==> config.mk <==
export PLATFORM = sky130hd
export DESIGN_NAME = freq_roller
export DESIGN_NICKNAME = d
export VERILOG_FILES = /design/src/rtl/rfr_pkg.sv /design/src/rtl/rfr_seq.sv /design/src/rtl/rfr_steer.sv /design/src/rtl/freq_roller.sv
export SDC_FILE = /design/constraint.sdc
export NUM_CORES = 1
export LEC_CHECK = 0
export ABC_AREA = 0
export CAP_MARGIN = 20
export CORE_AREA = 3 3 40 42
export DETAILED_ROUTE_END_ITERATION = 16
export DIE_AREA = 0 0 43 45
export PLACE_DENSITY_LB_ADDON = 0.3
export SYNTH_ARGS = -nofsm -noshare
export SYNTH_HDL_FRONTEND = slang
export SYNTH_HIERARCHICAL = 1
export SYNTH_SLANG_ARGS = --single-unit
==> constraint.sdc <==
create_clock -name clk -period 1.3 [get_ports clk]
set_input_delay 0.39 -clock clk [delete_from_list [all_inputs] [get_ports clk]]
set_output_delay 0.39 -clock clk [all_outputs]
set_load 0.01 [all_outputs]
==> src/rtl/rfr_pkg.sv <==
package rfr_pkg;

    typedef enum logic [2:0] {
        RS_IDLE      = 3'd0,
        RS_FAST_ARM  = 3'd1,
        RS_SLOW_ARM  = 3'd2,
        RS_ROLL_FAST = 3'd3,
        RS_ROLL_SLOW = 3'd4
    } roll_state_t;

    localparam int unsigned DEC_W = 2;

endpackage

==> src/rtl/rfr_seq.sv <==
module rfr_seq
    import rfr_pkg::*;
(
    input  logic        clk,
    input  logic        rst_n,
    input  logic        lead_i,
    input  logic        fall_win_i,
    input  logic        rise_win_i,
    output roll_state_t state_o,
    output logic        roll_o
);

    roll_state_t state_q;
    roll_state_t state_d;

    // next-state selection
    always_comb begin
        state_d = state_q;
        unique case (state_q)
            RS_IDLE: begin
                if (fall_win_i) begin
                    state_d = lead_i ? RS_FAST_ARM : RS_SLOW_ARM;
                end
            end
            RS_FAST_ARM: begin
                if (!lead_i) begin
                    state_d = RS_ROLL_FAST;
                end
            end
            RS_SLOW_ARM: begin
                if (lead_i) begin
                    state_d = RS_ROLL_SLOW;
                end
            end
            RS_ROLL_FAST: begin
                if (rise_win_i && lead_i) begin
                    state_d = RS_IDLE;
                end
            end
            RS_ROLL_SLOW: begin
                if (!lead_i) begin
                    state_d = RS_IDLE;
                end
            end
            default: state_d = RS_IDLE;
        endcase
    end

    // state register
    always_ff @(posedge clk) begin
        if (!rst_n) begin
            state_q <= RS_IDLE;
        end else begin
            state_q <= state_d;
        end
    end

    // outputs
    always_comb begin
        state_o = state_q;
        unique case (state_q)
            RS_ROLL_FAST, RS_ROLL_SLOW: roll_o = 1'b1;
            default:                    roll_o = 1'b0;
        endcase
    end


    reset_idle_chk: assert property (@(posedge clk)
        !rst_n |=> (state_q == RS_IDLE));


    fast_roll_on_chk: assert property (@(posedge clk) disable iff (!rst_n)
        (state_q == RS_FAST_ARM && !lead_i) |=> roll_o);


    slow_roll_on_chk: assert property (@(posedge clk) disable iff (!rst_n)
        (state_q == RS_SLOW_ARM && lead_i) |=> roll_o);


    fast_arm_hold_chk: assert property (@(posedge clk) disable iff (!rst_n)
        (state_q == RS_FAST_ARM && lead_i) |=> (state_q == RS_FAST_ARM && !roll_o));


    slow_arm_hold_chk: assert property (@(posedge clk) disable iff (!rst_n)
        (state_q == RS_SLOW_ARM && !lead_i) |=> (state_q == RS_SLOW_ARM && !roll_o));


    fast_roll_hold_chk: assert property (@(posedge clk) disable iff (!rst_n)
        (state_q == RS_ROLL_FAST && !(rise_win_i && lead_i)) |=> roll_o);


    fast_roll_exit_chk: assert property (@(posedge clk) disable iff (!rst_n)
        (state_q == RS_ROLL_FAST && rise_win_i && lead_i) |=> !roll_o);


    slow_roll_exit_chk: assert property (@(posedge clk) disable iff (!rst_n)
        (state_q == RS_ROLL_SLOW && !lead_i) |=> (state_q == RS_IDLE));


    idle_no_arm_chk: assert property (@(posedge clk) disable iff (!rst_n)
        (state_q == RS_IDLE && !fall_win_i) |=> (state_q == RS_IDLE && !roll_o));

endmodule

==> src/rtl/rfr_steer.sv <==
module rfr_steer
    import rfr_pkg::*;
(
    input  logic clk,
    input  logic rst_n,
    input  logic raw_up_i,
    input  logic raw_dn_i,
    input  logic roll_i,
    output logic up_o,
    output logic dn_o
);

    logic [DEC_W-1:0] raw_pair;
    logic [DEC_W-1:0] out_pair;

    assign raw_pair = {raw_up_i, raw_dn_i};

    always_comb begin
        unique case (raw_pair)
            2'b10:   out_pair = roll_i ? 2'b01 : 2'b10;
            2'b01:   out_pair = roll_i ? 2'b10 : 2'b01;
            default: out_pair = 2'b00;
        endcase
    end

    assign up_o = out_pair[1];
    assign dn_o = out_pair[0];


    no_overlap_chk: assert property (@(posedge clk) disable iff (!rst_n)
        !(up_o && dn_o));


    pass_through_chk: assert property (@(posedge clk) disable iff (!rst_n)
        (!roll_i && (raw_up_i != raw_dn_i)) |-> (up_o == raw_up_i && dn_o == raw_dn_i));


    null_decision_chk: assert property (@(posedge clk) disable iff (!rst_n)
        (raw_up_i == raw_dn_i) |-> (!up_o && !dn_o));


    swap_chk: assert property (@(posedge clk) disable iff (!rst_n)
        (roll_i && (raw_up_i != raw_dn_i)) |-> (up_o == raw_dn_i && dn_o == raw_up_i));

endmodule

==> src/rtl/freq_roller.sv <==
module freq_roller
    import rfr_pkg::*;
(
    input  logic clk,
    input  logic rst_n,
    input  logic lead_i,
    input  logic fall_win_i,
    input  logic rise_win_i,
    input  logic raw_up_i,
    input  logic raw_dn_i,
    output logic up_o,
    output logic dn_o,
    output logic roll_o
);

    roll_state_t seq_state;
    logic        seq_roll;

    rfr_seq u_seq (
        .clk        (clk),
        .rst_n      (rst_n),
        .lead_i     (lead_i),
        .fall_win_i (fall_win_i),
        .rise_win_i (rise_win_i),
        .state_o    (seq_state),
        .roll_o     (seq_roll)
    );

    rfr_steer u_steer (
        .clk      (clk),
        .rst_n    (rst_n),
        .raw_up_i (raw_up_i),
        .raw_dn_i (raw_dn_i),
        .roll_i   (seq_roll),
        .up_o     (up_o),
        .dn_o     (dn_o)
    );

    assign roll_o = seq_roll;


    exit_clears_chk: assert property (@(posedge clk) disable iff (!rst_n)
        $fell(roll_o) |-> (seq_state == RS_IDLE));

endmodule

[After elaboration in Yosys (flattened, before gate mapping)]
Index checks and enable logic that the tools add are counted.
Cells by class
  equal/unequal tests: 11
  multiplexer cells: 11
  reductions and logical operators: 4
Operators by type and width (count)
  2-to-1 mux 3 bit: 5
  case mux 3 bit (5 select lines): 1
  != test 2 bit (second input constant): 4
  == test 3 x 2 -> 1 bit (second input constant): 2
  2-to-1 mux 2 bit: 3
  AND reduction 5 bit: 1
  case mux 2 bit (2 select lines): 1
  == test 3 x 1 -> 1 bit (second input constant): 1
  == test 3 bit (second input constant): 1
  logical NOT 3 bit: 1
  == test 2 x 1 -> 1 bit (second input constant): 1
  == test 2 bit (second input constant): 1
  != test 2 x 1 -> 1 bit (second input constant): 1
  OR reduction 2 bit: 1
  logical AND 1 bit: 1
  2-to-1 mux 1 bit: 1
Storage, ports and cells
  register bits after elaboration: 3
  input bits: 7
  output and inout port bits: 3

[Depth between registers and ports, before layout]
  depth after elaboration: 5
  depth in mapped cells: 3

[By module]
Netlist, hierarchy kept.
Modules (own cells, without submodules)
  rfr_seq: instances 1, cells an instance 18, area an instance 156.4 µm²
  rfr_steer: instances 1, cells an instance 4, area an instance 33.8 µm²

[Worst setup path after synthesis]
No wires, ideal clock.
  path type: reg-to-output
  start point: register u_seq.state_q[1] (netlist: u_seq/state_o[1])
  end point: output dn_o
  arrival: 1.304 ns
  setup slack: -0.394 ns
  cell stages (with the launch flop): 4
  path buffers: 0
  cells stage by stage: dfxtp_1 nand2b_1 o21ai_0 mux2i_1
On the way
  word-level cells in the longest chain between the ends: 5
Ends and longest elaborated chain
  start, declared: RTL line rfr_seq.sv:13  | roll_state_t state_q;
  start signal, assigned: RTL line rfr_seq.sv:54  | state_q <= state_d;
  == test 3 x 2 -> 1 bit or == test 3 bit (tied branches): RTL line rfr_seq.sv:61  | unique case (state_q)
  OR reduction 2 bit *: RTL line rfr_seq.sv:61
  2-to-1 mux 1 bit *: RTL line rfr_seq.sv:61
  net roll_o: RTL line freq_roller.sv:13  | output logic roll_o
  2-to-1 mux 2 bit, on equally long branches: RTL line rfr_steer.sv:21, rfr_steer.sv:20
  case mux 2 bit (2 select lines) *: RTL line rfr_steer.sv:19  | unique case (raw_pair)
  end, declared: RTL line freq_roller.sv:12  | output logic dn_o,
Mark *: on every way through the listed nets, which the timed path passes. The rest lies on a longest branch.

[Worst setup path in the final report]
  start point: register u_seq.state_q[1] (netlist: u_seq/state_o[1])
  end point: output dn_o
On the way
  word-level cells in the longest chain between the ends: 5
Ends and longest elaborated chain (RTL line)
  == test 3 x 2 -> 1 bit or == test 3 bit (tied branches): rfr_seq.sv:61
  OR reduction 2 bit *: rfr_seq.sv:61
  2-to-1 mux 1 bit *: rfr_seq.sv:61
  2-to-1 mux 2 bit, on equally long branches: rfr_steer.sv:21, rfr_steer.sv:20
  case mux 2 bit (2 select lines) *: rfr_steer.sv:19
Mark *: on every way between the ends. The rest lies on a longest branch, timed or not.

==> run metrics <==
DP Cell Count=49; largest net degree at the start of global routing=6; vias in the first global route=245; final hold slack=582 ps; post-synthesis cell area=190 um2; first-pass GRT wire length=828 um; clock root buffer=clkbuf_4; Core Footprint=1280 um2; slowest library cell on the worst path=dfxtp_2; crit-path cells=nand2b_4, o21ai_4, mux2i_2, buf_2; post-synthesis simple-gate area fraction=42.1%; Int Pwr=0.000255 W; sequential share of power=31.0%; total of max-cap violations=0; RSZ-0062 raised after global routing=yes; DRC Markers=0; Layout area overhead=91.4%; Psw=0.0000786 W; clock sink count=3; Least-Margin Pin Slew=173 ps; Routed Antenna Nets=0; # nets final=46; Synth Warn #=6; clk_lat worst skew=230 ps; Fin Clk Skew=2.38 ps; #FFs+latches synth=3; final worst-path cycle share=124%; clock share of power=48.4%; WP data arrival=1230 ps; drt total wl=491 um; max incr delay on CP=320 ps; global placement routability congestion=0.662; crit path launch type=flip-flop; cts bufs inserted=3; Synth Area in XOR/XNOR=4.61%; post-synthesis mux area share=10.5%; CTS tree=yes; switching share of power=23.6%; initial antenna violation count=0; worst min path class=reg2reg; remaining global-route overflow=0; vias per cell=4.32; row count=13; Die Ht=45 um; Multi-input gate area=156 um2; Die ar.=1940 um2; routed wire length per instance=9.26 um; detailed-router iteration count before antenna repair=2; pwr dens=915 nW/um2; CTS Buffer Depth=2; hold_buf cts=0; # diodes=0; Adder-Cell Fraction of Synth Area=0%; Reg area=63.8 um2; Worst Slack Setup Final=-317 ps; number of flip-flops under the largest register name=3; GR Util All Layers=6.82%; fillers=149; outcome=finished with violations; Placement Setup Slack=-916 ps; Setup Buffers After CTS=0; total power=0.000333 W; Worst-path clk slew=40 ps; Syn Inst Count=22; IO Count=10; combinational family with the most area after synthesis=simple AND/OR/NAND/NOR gates; final setup TNS=-873 ps; # setup viols final=3; sequential fraction of the synthesis area=31.6%; failing checks=negative setup slack; VDD IR max=0.321 mV; leakage=0.150 nW; critical path peak fanout=3; fin crit period=1620 ps; required time worst endpoint=910 ps; Initial Utilization=14.8%; Synth cell types=12; PortBufs=9; Final Slew Violations=0; post-synthesis compound-gate area fraction=11.2%; Die Wd=43 um; syn nets=29; overall via count from detail_route=229; Logic pwr share=20.6%; worst rel slew slack=88.4%; WS Path Type=reg2out; ratio of cells with drive above 1 in the final layout=39.5%; initial DRC count=4; Non-Filler Instances=53; nature of the critical path endpoint=output pin; Final Hold Fails=0; H-tree levels=1; f_max=618 MHz; mean cell area of the mapped netlist=8.64 um2
[cell usage in the layout, fill, tap and decap left out, types with 2 or more instances in the layout]
| master | count |
|---|---|
| a21oi_1 | 2 |
| and4b_1 | 2 |
| buf_2 | 2 |
| buf_4 | 3 |
| clkbuf_4 | 3 |
| clkdlybuf4s50_1 | 4 |
| dfxtp_2 | 3 |
| dlygate4sd2_1 | 3 |
| mux2i_2 | 2 |
| nand2b_1 | 4 |
| nor3_1 | 2 |
[path summary, 6_finish.rpt]
check / start / endpoint / slack (ps) / cells after the start
worst max-delay path: u_seq/state_o[1] / dn_o / -320 / 4
worst min-delay path: u_seq/state_o[0] / u_seq/state_o[2] / 580 / 2
worst max register to register: u_seq/state_o[0] / u_seq/state_o[1] / 270 / 4
worst min register to register: u_seq/state_o[0] / u_seq/state_o[2] / 580 / 2
[power by group through the flow]
stage | clock network, W | registers (W) | logic, W
2_1_floorplan | 0 | 0.000107 | 0.0000312
3_3_place_gp | 0 | 0.000104 | 0.0000729
3_5_place_dp | 0 | 0.000104 | 0.0000764
4_1_cts | 0.000169 | 0.000103 | 0.0000697
5_1_grt | 0.000172 | 0.000104 | 0.0000753
6_report | 0.000161 | 0.000103 | 0.0000687
[stage by stage]
step / cell area [um2] / util, %
3_5_place_dp: 350 / 27.3
3_3_place_gp: 350 / 27.3
2_1_floorplan: 219 / -
6_report: 364 / 28.3
5_1_grt: 364 / 28.3
4_1_cts: 364 / 28.3
[layout make-up]
| type | instances | share of cell area [%] |
|---|---|---|
| Tap cell | 15 | 5.15 |
| Clock buffer | 4 | 7.22 |
| Multi-Input combinational cell | 19 | 43.0 |
| Sequential cell | 3 | 17.5 |
| Timing Repair Buffer | 12 | 27.1 |
[layer usage]
layer  global-route usage, %  share of wire, %
met1                    3.36                33
met2                    11.7                52
met3                    3.19                11
met4                    12.7               3.9
met5                       0                 0
[critical path, delay by kind of cell, from the launching register on]
kind	cells	cell delay, ps
AOI/OAI and AO/OA	1	170
DFF	1	320
muxes	1	210
buffers and inverters	1	150
and+or+nand+nor	1	140
[timing repair]
item                                    CTS  global route
gates resized for setup                  12             0
endpoints found under the setup margin    3             3
hold endpoints to repair                  0             0
pin swaps                                 1             0
[cells by family after synthesis]
logic type / Yosys count
xor+xnor: 1
flops: 3
simple gates: 12
compound gates: 4
mux: 2
[cell usage after synthesis (all sizes together)]
cell type / count / area share (%)
nand2: 1 / 2.0
nand2b: 5 / 16
nor3: 2 / 5.3
a21oi: 2 / 5.3
a31oi: 1 / 3.3
xnor2: 1 / 4.6
dfxtp: 3 / 32
nand3b: 1 / 3.9
and4b: 2 / 11
or2b: 1 / 3.9
o21ai: 1 / 2.6
mux2i: 2 / 11
Power figures use the tool's default switching activity.
